`src/rtl/irq_tree_pkg.sv`:
```
package irq_tree_pkg;

   // byte offsets of the register map (word aligned)
   localparam int unsigned OFS_TOP_ST   = 'h00;
   localparam int unsigned OFS_CARD_ST  = 'h04;
   localparam int unsigned OFS_EXT_ST   = 'h08;
   localparam int unsigned OFS_CARD_EN  = 'h0C;
   localparam int unsigned OFS_EXT_EN   = 'h10;
   localparam int unsigned OFS_USB_EN   = 'h14;
   localparam int unsigned OFS_MGMT_EN  = 'h18;
   localparam int unsigned OFS_GLOB_EN  = 'h1C;

   // top status bit positions
   typedef enum int unsigned {
      TOP_EXT   = 0,
      TOP_CARD  = 1,
      TOP_SLOT1 = 2,
      TOP_SLOT2 = 3,
      TOP_DISP  = 4,
      TOP_USB   = 5,
      TOP_WAKE  = 6,
      TOP_MGMT  = 7
   } top_bit_e;

   localparam int unsigned TOP_N = 8;

endpackage

```
`src/rtl/irq_flag_bank.sv`:
```
module irq_flag_bank #(
   parameter int unsigned N = 4
) (
   input  logic         clk_i,
   input  logic         rst_ni,
   input  logic [N-1:0] src_i,
   input  logic [N-1:0] sen_i,
   input  logic [N-1:0] ien_i,
   input  logic [N-1:0] clr_i,
   output logic [N-1:0] flag_o,
   output logic         fwd_o
);

   if (N < 1) begin : g_bad_n
      $error("irq_flag_bank: N must be at least 1");
   end

   logic [N-1:0] src_q;
   logic [N-1:0] flag_q;

   always_ff @(posedge clk_i or negedge rst_ni) begin
      if (!rst_ni) src_q <= '0;
      else         src_q <= src_i;
   end

   for (genvar i = 0; i < N; i++) begin : g_bit
      logic hit;
      assign hit = sen_i[i] & src_i[i] & ~src_q[i];

      // capture has priority over clear
      always_ff @(posedge clk_i or negedge rst_ni) begin
         if (!rst_ni)        flag_q[i] <= 1'b0;
         else if (hit)       flag_q[i] <= 1'b1;
         else if (clr_i[i])  flag_q[i] <= 1'b0;
      end


      flag_needs_sen_chk: assert property (@(posedge clk_i) disable iff (!rst_ni)
         $rose(flag_q[i]) |-> $past(sen_i[i]) && $past(src_i[i]));


      flag_clear_chk: assert property (@(posedge clk_i) disable iff (!rst_ni)
         (clr_i[i] && !src_i[i]) |=> !flag_q[i]);
   end

   assign flag_o = flag_q;
   assign fwd_o  = |(flag_q & ien_i);

endmodule

```
`src/rtl/irq_ctl_regs.sv`:
```
module irq_ctl_regs
   import irq_tree_pkg::*;
#(
   parameter int unsigned DATA_W = 16,
   parameter int unsigned ADDR_W = 6,
   parameter int unsigned CARD_N = 4,
   parameter int unsigned EXT_N  = 6
) (
   input  logic              clk_i,
   input  logic              rst_ni,
   input  logic              sel_i,
   input  logic              wr_i,
   input  logic [ADDR_W-1:0] addr_i,
   input  logic [DATA_W-1:0] wdata_i,
   output logic [DATA_W-1:0] rdata_o,
   input  logic [TOP_N-1:0]  top_i,
   input  logic [CARD_N-1:0] card_flag_i,
   input  logic [EXT_N-1:0]  ext_flag_i,
   output logic [CARD_N-1:0] card_ien_o,
   output logic [CARD_N-1:0] card_sen_o,
   output logic [CARD_N-1:0] card_clr_o,
   output logic [EXT_N-1:0]  ext_ien_o,
   output logic [EXT_N-1:0]  ext_sen_o,
   output logic [EXT_N-1:0]  ext_clr_o,
   output logic [1:0]        usb_en_o,
   output logic              mgmt_en_o,
   output logic              glob_en_o
);

   localparam int unsigned HALF = DATA_W / 2;

   if (DATA_W < TOP_N) begin : g_bad_dw
      $error("irq_ctl_regs: DATA_W must hold the top status");
   end
   if (CARD_N > HALF || EXT_N > HALF) begin : g_bad_split
      $error("irq_ctl_regs: sub-source count exceeds half the data width");
   end
   if (ADDR_W < 5) begin : g_bad_aw
      $error("irq_ctl_regs: ADDR_W too small for the register map");
   end

   logic wr_en;
   assign wr_en = sel_i & wr_i;

   function automatic logic hit_at(input logic [ADDR_W-1:0] a, input int unsigned ofs);
      return a == ADDR_W'(ofs);
   endfunction

   logic [CARD_N-1:0] card_ien_q, card_sen_q;
   logic [EXT_N-1:0]  ext_ien_q,  ext_sen_q;
   logic [1:0]        usb_en_q;
   logic              mgmt_en_q, glob_en_q;

   always_ff @(posedge clk_i or negedge rst_ni) begin
      if (!rst_ni) begin
         card_ien_q <= '0;
         card_sen_q <= '0;
         ext_ien_q  <= '0;
         ext_sen_q  <= '0;
         usb_en_q   <= '0;
         mgmt_en_q  <= 1'b0;
         glob_en_q  <= 1'b0;
      end else if (wr_en) begin
         if (hit_at(addr_i, OFS_CARD_EN)) begin
            card_ien_q <= wdata_i[CARD_N-1:0];
            card_sen_q <= wdata_i[HALF +: CARD_N];
         end
         if (hit_at(addr_i, OFS_EXT_EN)) begin
            ext_ien_q <= wdata_i[EXT_N-1:0];
            ext_sen_q <= wdata_i[HALF +: EXT_N];
         end
         if (hit_at(addr_i, OFS_USB_EN))  usb_en_q  <= wdata_i[1:0];
         if (hit_at(addr_i, OFS_MGMT_EN)) mgmt_en_q <= wdata_i[0];
         if (hit_at(addr_i, OFS_GLOB_EN)) glob_en_q <= wdata_i[0];
      end
   end

   // write-one-to-clear strobes toward the flag banks
   assign card_clr_o = (wr_en && hit_at(addr_i, OFS_CARD_ST)) ? wdata_i[CARD_N-1:0] : '0;
   assign ext_clr_o  = (wr_en && hit_at(addr_i, OFS_EXT_ST))  ? wdata_i[EXT_N-1:0]  : '0;

   always_comb begin
      rdata_o = '0;
      if (hit_at(addr_i, OFS_TOP_ST))  rdata_o[TOP_N-1:0]  = top_i;
      if (hit_at(addr_i, OFS_CARD_ST)) rdata_o[CARD_N-1:0] = card_flag_i;
      if (hit_at(addr_i, OFS_EXT_ST))  rdata_o[EXT_N-1:0]  = ext_flag_i;
      if (hit_at(addr_i, OFS_CARD_EN)) begin
         rdata_o[CARD_N-1:0]    = card_ien_q;
         rdata_o[HALF +: CARD_N] = card_sen_q;
      end
      if (hit_at(addr_i, OFS_EXT_EN)) begin
         rdata_o[EXT_N-1:0]    = ext_ien_q;
         rdata_o[HALF +: EXT_N] = ext_sen_q;
      end
      if (hit_at(addr_i, OFS_USB_EN))  rdata_o[1:0] = usb_en_q;
      if (hit_at(addr_i, OFS_MGMT_EN)) rdata_o[0]   = mgmt_en_q;
      if (hit_at(addr_i, OFS_GLOB_EN)) rdata_o[0]   = glob_en_q;
   end


   glob_reset_chk: assert property (@(posedge clk_i) disable iff (!rst_ni)
      $rose(glob_en_q) |-> $past(wr_en) && $past(wdata_i[0]));

   assign card_ien_o = card_ien_q;
   assign card_sen_o = card_sen_q;
   assign ext_ien_o  = ext_ien_q;
   assign ext_sen_o  = ext_sen_q;
   assign usb_en_o   = usb_en_q;
   assign mgmt_en_o  = mgmt_en_q;
   assign glob_en_o  = glob_en_q;

endmodule

```
`src/rtl/irq_out_stage.sv`:
```
module irq_out_stage #(
   parameter int unsigned TOP_W    = 8,
   parameter bit          SYNC_OUT = 1'b1
) (
   input  logic             clk_i,
   input  logic             rst_ni,
   input  logic [TOP_W-1:0] top_i,
   input  logic             glob_en_i,
   output logic             irq_o
);

   logic req;
   assign req = glob_en_i & (|top_i);

   if (SYNC_OUT) begin : g_reg
      logic irq_q;
      always_ff @(posedge clk_i or negedge rst_ni) begin
         if (!rst_ni) irq_q <= 1'b0;
         else         irq_q <= req;
      end
      assign irq_o = irq_q;


      glob_block_chk: assert property (@(posedge clk_i) disable iff (!rst_ni)
         !glob_en_i |=> !irq_o);


      irq_has_src_chk: assert property (@(posedge clk_i) disable iff (!rst_ni)
         irq_o |-> $past(|top_i));


      fresh_edge_chk: assert property (@(posedge clk_i) disable iff (!rst_ni)
         ($rose(glob_en_i) && (|top_i)) |=> $rose(irq_o));
   end else begin : g_comb
      assign irq_o = req;
   end

endmodule

```
`src/rtl/irq_tree_ctrl.sv`:
```
module irq_tree_ctrl
   import irq_tree_pkg::*;
#(
   parameter int unsigned DATA_W   = 16,
   parameter int unsigned ADDR_W   = 6,
   parameter int unsigned CARD_N   = 4,
   parameter int unsigned EXT_N    = 6,
   parameter bit          SYNC_OUT = 1'b1
) (
   input  logic              clk_i,
   input  logic              rst_ni,
   input  logic              bus_sel_i,
   input  logic              bus_wr_i,
   input  logic [ADDR_W-1:0] bus_addr_i,
   input  logic [DATA_W-1:0] bus_wdata_i,
   output logic [DATA_W-1:0] bus_rdata_o,
   input  logic [CARD_N-1:0] card_src_i,
   input  logic [EXT_N-1:0]  ext_src_i,
   input  logic              slot1_chg_i,
   input  logic              slot2_chg_i,
   input  logic              disp_req_i,
   input  logic              usb_req_i,
   input  logic              usb_wake_i,
   input  logic              sysmgmt_req_i,
   output logic              irq_o
);

   logic [CARD_N-1:0] card_ien, card_sen, card_clr, card_flag;
   logic [EXT_N-1:0]  ext_ien, ext_sen, ext_clr, ext_flag;
   logic [1:0]        usb_en;
   logic              mgmt_en, glob_en;
   logic              card_fwd, ext_fwd;
   logic [TOP_N-1:0]  top_st;

   irq_flag_bank #(.N(CARD_N)) u_card (
      .clk_i (clk_i), .rst_ni(rst_ni),
      .src_i (card_src_i), .sen_i(card_sen), .ien_i(card_ien), .clr_i(card_clr),
      .flag_o(card_flag), .fwd_o(card_fwd)
   );

   irq_flag_bank #(.N(EXT_N)) u_ext (
      .clk_i (clk_i), .rst_ni(rst_ni),
      .src_i (ext_src_i), .sen_i(ext_sen), .ien_i(ext_ien), .clr_i(ext_clr),
      .flag_o(ext_flag), .fwd_o(ext_fwd)
   );

   always_comb begin
      top_st            = '0;
      top_st[TOP_EXT]   = ext_fwd;
      top_st[TOP_CARD]  = card_fwd;
      top_st[TOP_SLOT1] = slot1_chg_i;
      top_st[TOP_SLOT2] = slot2_chg_i;
      top_st[TOP_DISP]  = disp_req_i;
      top_st[TOP_USB]   = usb_req_i  & usb_en[0];
      top_st[TOP_WAKE]  = usb_wake_i & usb_en[1];
      top_st[TOP_MGMT]  = sysmgmt_req_i & mgmt_en;
   end

   irq_ctl_regs #(
      .DATA_W(DATA_W), .ADDR_W(ADDR_W), .CARD_N(CARD_N), .EXT_N(EXT_N)
   ) u_regs (
      .clk_i      (clk_i),
      .rst_ni     (rst_ni),
      .sel_i      (bus_sel_i),
      .wr_i       (bus_wr_i),
      .addr_i     (bus_addr_i),
      .wdata_i    (bus_wdata_i),
      .rdata_o    (bus_rdata_o),
      .top_i      (top_st),
      .card_flag_i(card_flag),
      .ext_flag_i (ext_flag),
      .card_ien_o (card_ien),
      .card_sen_o (card_sen),
      .card_clr_o (card_clr),
      .ext_ien_o  (ext_ien),
      .ext_sen_o  (ext_sen),
      .ext_clr_o  (ext_clr),
      .usb_en_o   (usb_en),
      .mgmt_en_o  (mgmt_en),
      .glob_en_o  (glob_en)
   );

   irq_out_stage #(.TOP_W(TOP_N), .SYNC_OUT(SYNC_OUT)) u_out (
      .clk_i    (clk_i),
      .rst_ni   (rst_ni),
      .top_i    (top_st),
      .glob_en_i(glob_en),
      .irq_o    (irq_o)
   );


   usb_gate_chk: assert property (@(posedge clk_i) disable iff (!rst_ni)
      (!usb_req_i && !usb_wake_i && !sysmgmt_req_i) |-> (top_st[7:5] == 3'b000));

endmodule

```
`config.mk`:
```
export PLATFORM = sky130hd
export DESIGN_NAME = irq_tree_ctrl
export DESIGN_NICKNAME = d
export VERILOG_FILES = /design/src/rtl/irq_tree_pkg.sv /design/src/rtl/irq_flag_bank.sv /design/src/rtl/irq_ctl_regs.sv /design/src/rtl/irq_out_stage.sv /design/src/rtl/irq_tree_ctrl.sv
export SDC_FILE = /design/constraint.sdc
export NUM_CORES = 1
export LEC_CHECK = 0
export ABC_AREA = 1
export BUFFER_PORTS_ARGS = -buffer_cell sky130_fd_sc_hd__buf_2
export CORE_MARGIN = 2
export CORE_UTILIZATION = 30
export DETAILED_ROUTE_END_ITERATION = 10
export HOLD_SLACK_MARGIN = 0.12
export PLACE_DENSITY = 0.62
export SYNTH_ARGS = -nofsm -noshare
export SYNTH_HDL_FRONTEND = slang
export SYNTH_SLANG_ARGS = --single-unit
```
`constraint.sdc`:
```
create_clock -name clk_i -period 1.86 [get_ports clk_i]
set_clock_uncertainty 0.2 [all_clocks]
set_input_delay 0.372 -clock clk_i [delete_from_list [all_inputs] [get_ports clk_i]]
set_output_delay 0.372 -clock clk_i [all_outputs]
set_load 0.005 [all_outputs]
```
==> run summary <==
The flow ran to the end, but the final reports show violations. The final reports fail on setup timing. From left edge to right edge, the die measures 88.1 microns. The number of unique standard cell types used by synthesis came out at 26.

The number of instances on the worst hold path is 3. The routing usage on met1 is 19.5%. The number of violations of the max-capacitance limit came out at 0. The overall die area came out at 7770 sq um. The net count of the finished layout is 399.

The path with the worst hold slack has its endpoint at u_regs.ext_sen_o[4]. The synthesized area per cell came out at 8.29 sq um. The die is 88.1 microns tall. The placer's final routability congestion estimate came out at 0.791. The origin of the critical flop-to-flop path is u_card.flag_o[2].

The start point of the worst min-delay path is bus_wdata_i[12]. In this run the remaining antenna-violating nets after routing total 0. For the worst flop-to-flop path, the logic depth is 9. The transition time at the pin with the least slew margin is 0.568 ns.

The clock tree from TritonCTS is done. The violation count after the first detailed-routing iteration is 108. The final instance count without filler cells came out at 454. The clock passes through at most 2 buffers. The via count of the first global-routing pass was 1982. The core region is 6830 sq um.

The root buffer cell chosen for the clock tree is clkbuf_8. The data arrival time of the critical path is 1.52 ns. The number of clock sinks seen by CTS is 45. The clock tree synthesis step divided the H-tree into 2 levels. The total power per unit cell area came out at 745 nW/um^2.

Entering global routing, the biggest net connects 46 pins. Headroom to the max-slew limit came out at 62.2%. Detailed placement finished with a half-perimeter wire length of 3820 microns. Dividing the final minimum period by the clock period gives 112%. The reg-to-reg setup timing slack is 0.01 ns. Dividing the detail-routed via count by the number of cells gives 4.45. The number of detailed-routing iterations run before antenna repair came out at 4. The required arrival time at the worst endpoint came out at 1.29 ns. The total standard cell area after synthesis came out at 2120 sq um.

The routing usage on met2 came out at 24.0%. The number of cells produced by synthesis is 256. The share of cells above drive strength 1 came out at 35.8%. The floorplan has 30 rows. The final core area utilization came out at 45.2%. The routed layout has 2022 vias. The count of input and output buffers came out at 52. The insertion delay to the later sink of the worst-skew pair is 0.30 ns.

The total instance count after detailed placement is 414. The number of flip-flops and latches in the synthesized netlist came out at 45. Across all hold checks on the routed design, the worst slack comes to 0.126 ns. The worst register-to-register path ends at u_out.irq_o. The clock transition at the register clock pins on the worst setup and hold paths after CTS is 0.09 ns. The number of warnings printed during yosys synthesis is 0. The worst setup path is of the reg2out kind.

The area added between synthesis and finish came out at 45.5%. For this run, global-route usage on met3 was measured as 3.96%. The total global routing overflow is 0. The final-report hold violation count came out at 0.

After global routing, the most crowded layer is met2. Buffers inserted during clock tree synthesis total 5. The number of slew-limit violations in the final report is 0. The number of DRC violations after detailed routing is 0. The largest fanout on the critical path came out at 3. In the global route stage, overall resource usage came out at 14.8%.

The min-delay analysis places its worst path in the category in2reg. The kind of end point of the critical path is an output port. After layout, the worst setup slack is -0.232 ns. The worst setup path is launched from a flip-flop. IR analysis of the VDD net gives a maximum drop of 0.301 mV. The routed length per instance came out at 12.2 microns. The first-pass GRT wire length came out at 8800 microns. The number of inserted diodes came out at 0. Setup repair after global routing could not meet its margin everywhere.

During I/O placement, the number of pins put on the boundary was 59. The leakage power is 1.56 nW. The initial antenna violation count is 0.

Derived from the worst setup path, the maximum achievable clock frequency is 478 MHz. Once the floorplan was initialized, standard cells occupied 31.1% of the core. The number of setup violations in the final report is 3. Of the synthesized area, sequential elements account for 53.0%. The number of fill cells came out at 691. The total routed wirelength is 5530 microns.

For the finished layout, the period the worst path requires is 2.09 ns.
[through the flow]
step | setup TNS [ns] | area, sq um | power, mW | worst slack, ns
after detailed placement | -0.715 | 2580 | 1.51 | -0.0973
after global placement | -0.677 | 2580 | 1.49 | -0.0939
after floorplan | 0 | 2130 | 1.36 | 0.126
final | -0.335 | 3090 | 2.30 | -0.232
after global routing | -0.935 | 3090 | 2.43 | -0.382
after CTS | -0.343 | 2980 | 2.28 | -0.229
[worst max path at each step]
stage	endpoint	cells past startpoint	start
detailed placement	bus_rdata_o[5]	8	bus_addr_i[1]
global route	bus_rdata_o[0]	9	u_ext.flag_o[3]
global placement	bus_rdata_o[1]	8	bus_addr_i[1]
CTS	bus_rdata_o[0]	9	u_regs.ext_ien_o[4]
finish	bus_rdata_o[0]	9	u_regs.ext_ien_o[4]
floorplan	bus_rdata_o[0]	8	bus_addr_i[1]
[placed cells by master, fill, tap and decap left out]
master          n
buf_4          26
and3_1          1
o21ai_1         8
inv_4           4
buf_2          48
nand2_1        67
buf_6           9
a31oi_1         1
nand3_1         8
o21ai_2         8
clkbuf_8        6
dfrtp_1        45
dlygate4sd3_1  16
nor2_4          5
o21ai_0        23
nor4_1          1
inv_2           2
nor3_4          1
nor3_1          1
a22o_1          4
nand2_4         2
nand2_2         9
clkinvlp_4      1
nor3_2          1
nand4_1         6
o211ai_1        1
a21oi_1         6
nor2_2          1
a21oi_2         1
inv_1          22
nor2_1         18
inv_6           1
conb_1          2
nand3_2         3
[cell type report]
cell class                 count  area, sq um  share of cell area [%]
sequential                    45         1130                    36.5
multi-input combinational    178          932                    30.2
timing repair buffer          99          697                    22.6
tap                           96          120                    3.89
inverter                      28          115                    3.73
clock buffer                   6         82.6                    2.67
clock inverter                 2         16.3                   0.527
[cell families after synthesis]
logic type / Yosys count / share of synthesized area (%)
other: 1 / 0.177
AO/OA/AOI/OAI: 52 / 14.6
flip-flops: 45 / 53.0
buffers and inverters: 34 / 6.89
AND/OR/NAND/NOR: 124 / 25.3
[Yosys cell counts]
master	instances	area (sq um)
nand2_1	75	282
dfrtp_1	45	1130
inv_1	26	97.6
o21ai_0	23	115
nor2_1	21	78.8
nand3_1	11	55.1
o21ai_1	8	40.0
o21ai_2	8	70.1
a21oi_1	7	35.0
nand4_1	6	37.5
a22o_1	4	35.0
buf_2	3	15.0
buf_4	2	15.0
inv_2	2	7.51
nand2_2	2	12.5
nor2_2	2	12.5
nor3_2	2	20.0
a31oi_1	1	6.26
and3_1	1	6.26
buf_6	1	11.3
conb_1	1	3.75
nand2_4	1	11.3
nor2_4	1	11.3
nor3_1	1	5.00
nor4_1	1	6.26
o211ai_1	1	7.51
[report_power, final]
group	leakage (nW)	switching, mW	internal, mW
registers	0.554	0.0891	1.10
clock network	0.0478	0.352	0.306
logic	0.953	0.213	0.236
[layer usage]
metal,wire [microns],part of all wire [%]
met5,0,0
met4,53,0.96
met2,2460,44
met1,2670,48
met3,350,6.3
[worst max-delay path: stages, from the launching register on]
cell and delay [ns]:
dfrtp_1 0.41, nand2_1 0.07, nand2_1 0.05, nor2_1 0.12, nand2_1 0.08, nand2_1 0.08
nand4_1 0.07, nor2_1 0.11, nand4_1 0.10, buf_2 0.14
[repair_timing]
item / in CTS / in global routing
pin swaps: 7 / 7
cloned: 1 / 0
hold buffers: 16 / 0
hold endpoints to repair: 65 / 0
resized for setup: 16 / 26
buffers inserted: 12 / 3
setup endpoints to repair: 12 / 13
[sequential cells by signal, summed over array words and instances, names as in the netlist]
| signal | count |
|---|---|
| u_regs.glob_en_o | 1 |
| u_regs.ext_ien_o | 6 |
| u_regs.usb_en_o | 2 |
| u_out.irq_o | 1 |
| u_card.src_q | 4 |
| u_ext.src_q | 6 |
| u_regs.ext_sen_o | 6 |
| u_ext.flag_o | 6 |
| u_regs.card_ien_o | 4 |
| u_regs.mgmt_en_o | 1 |
| u_regs.card_sen_o | 4 |
| u_card.flag_o | 4 |
Note: power is estimated with default switching activity, not from simulation.
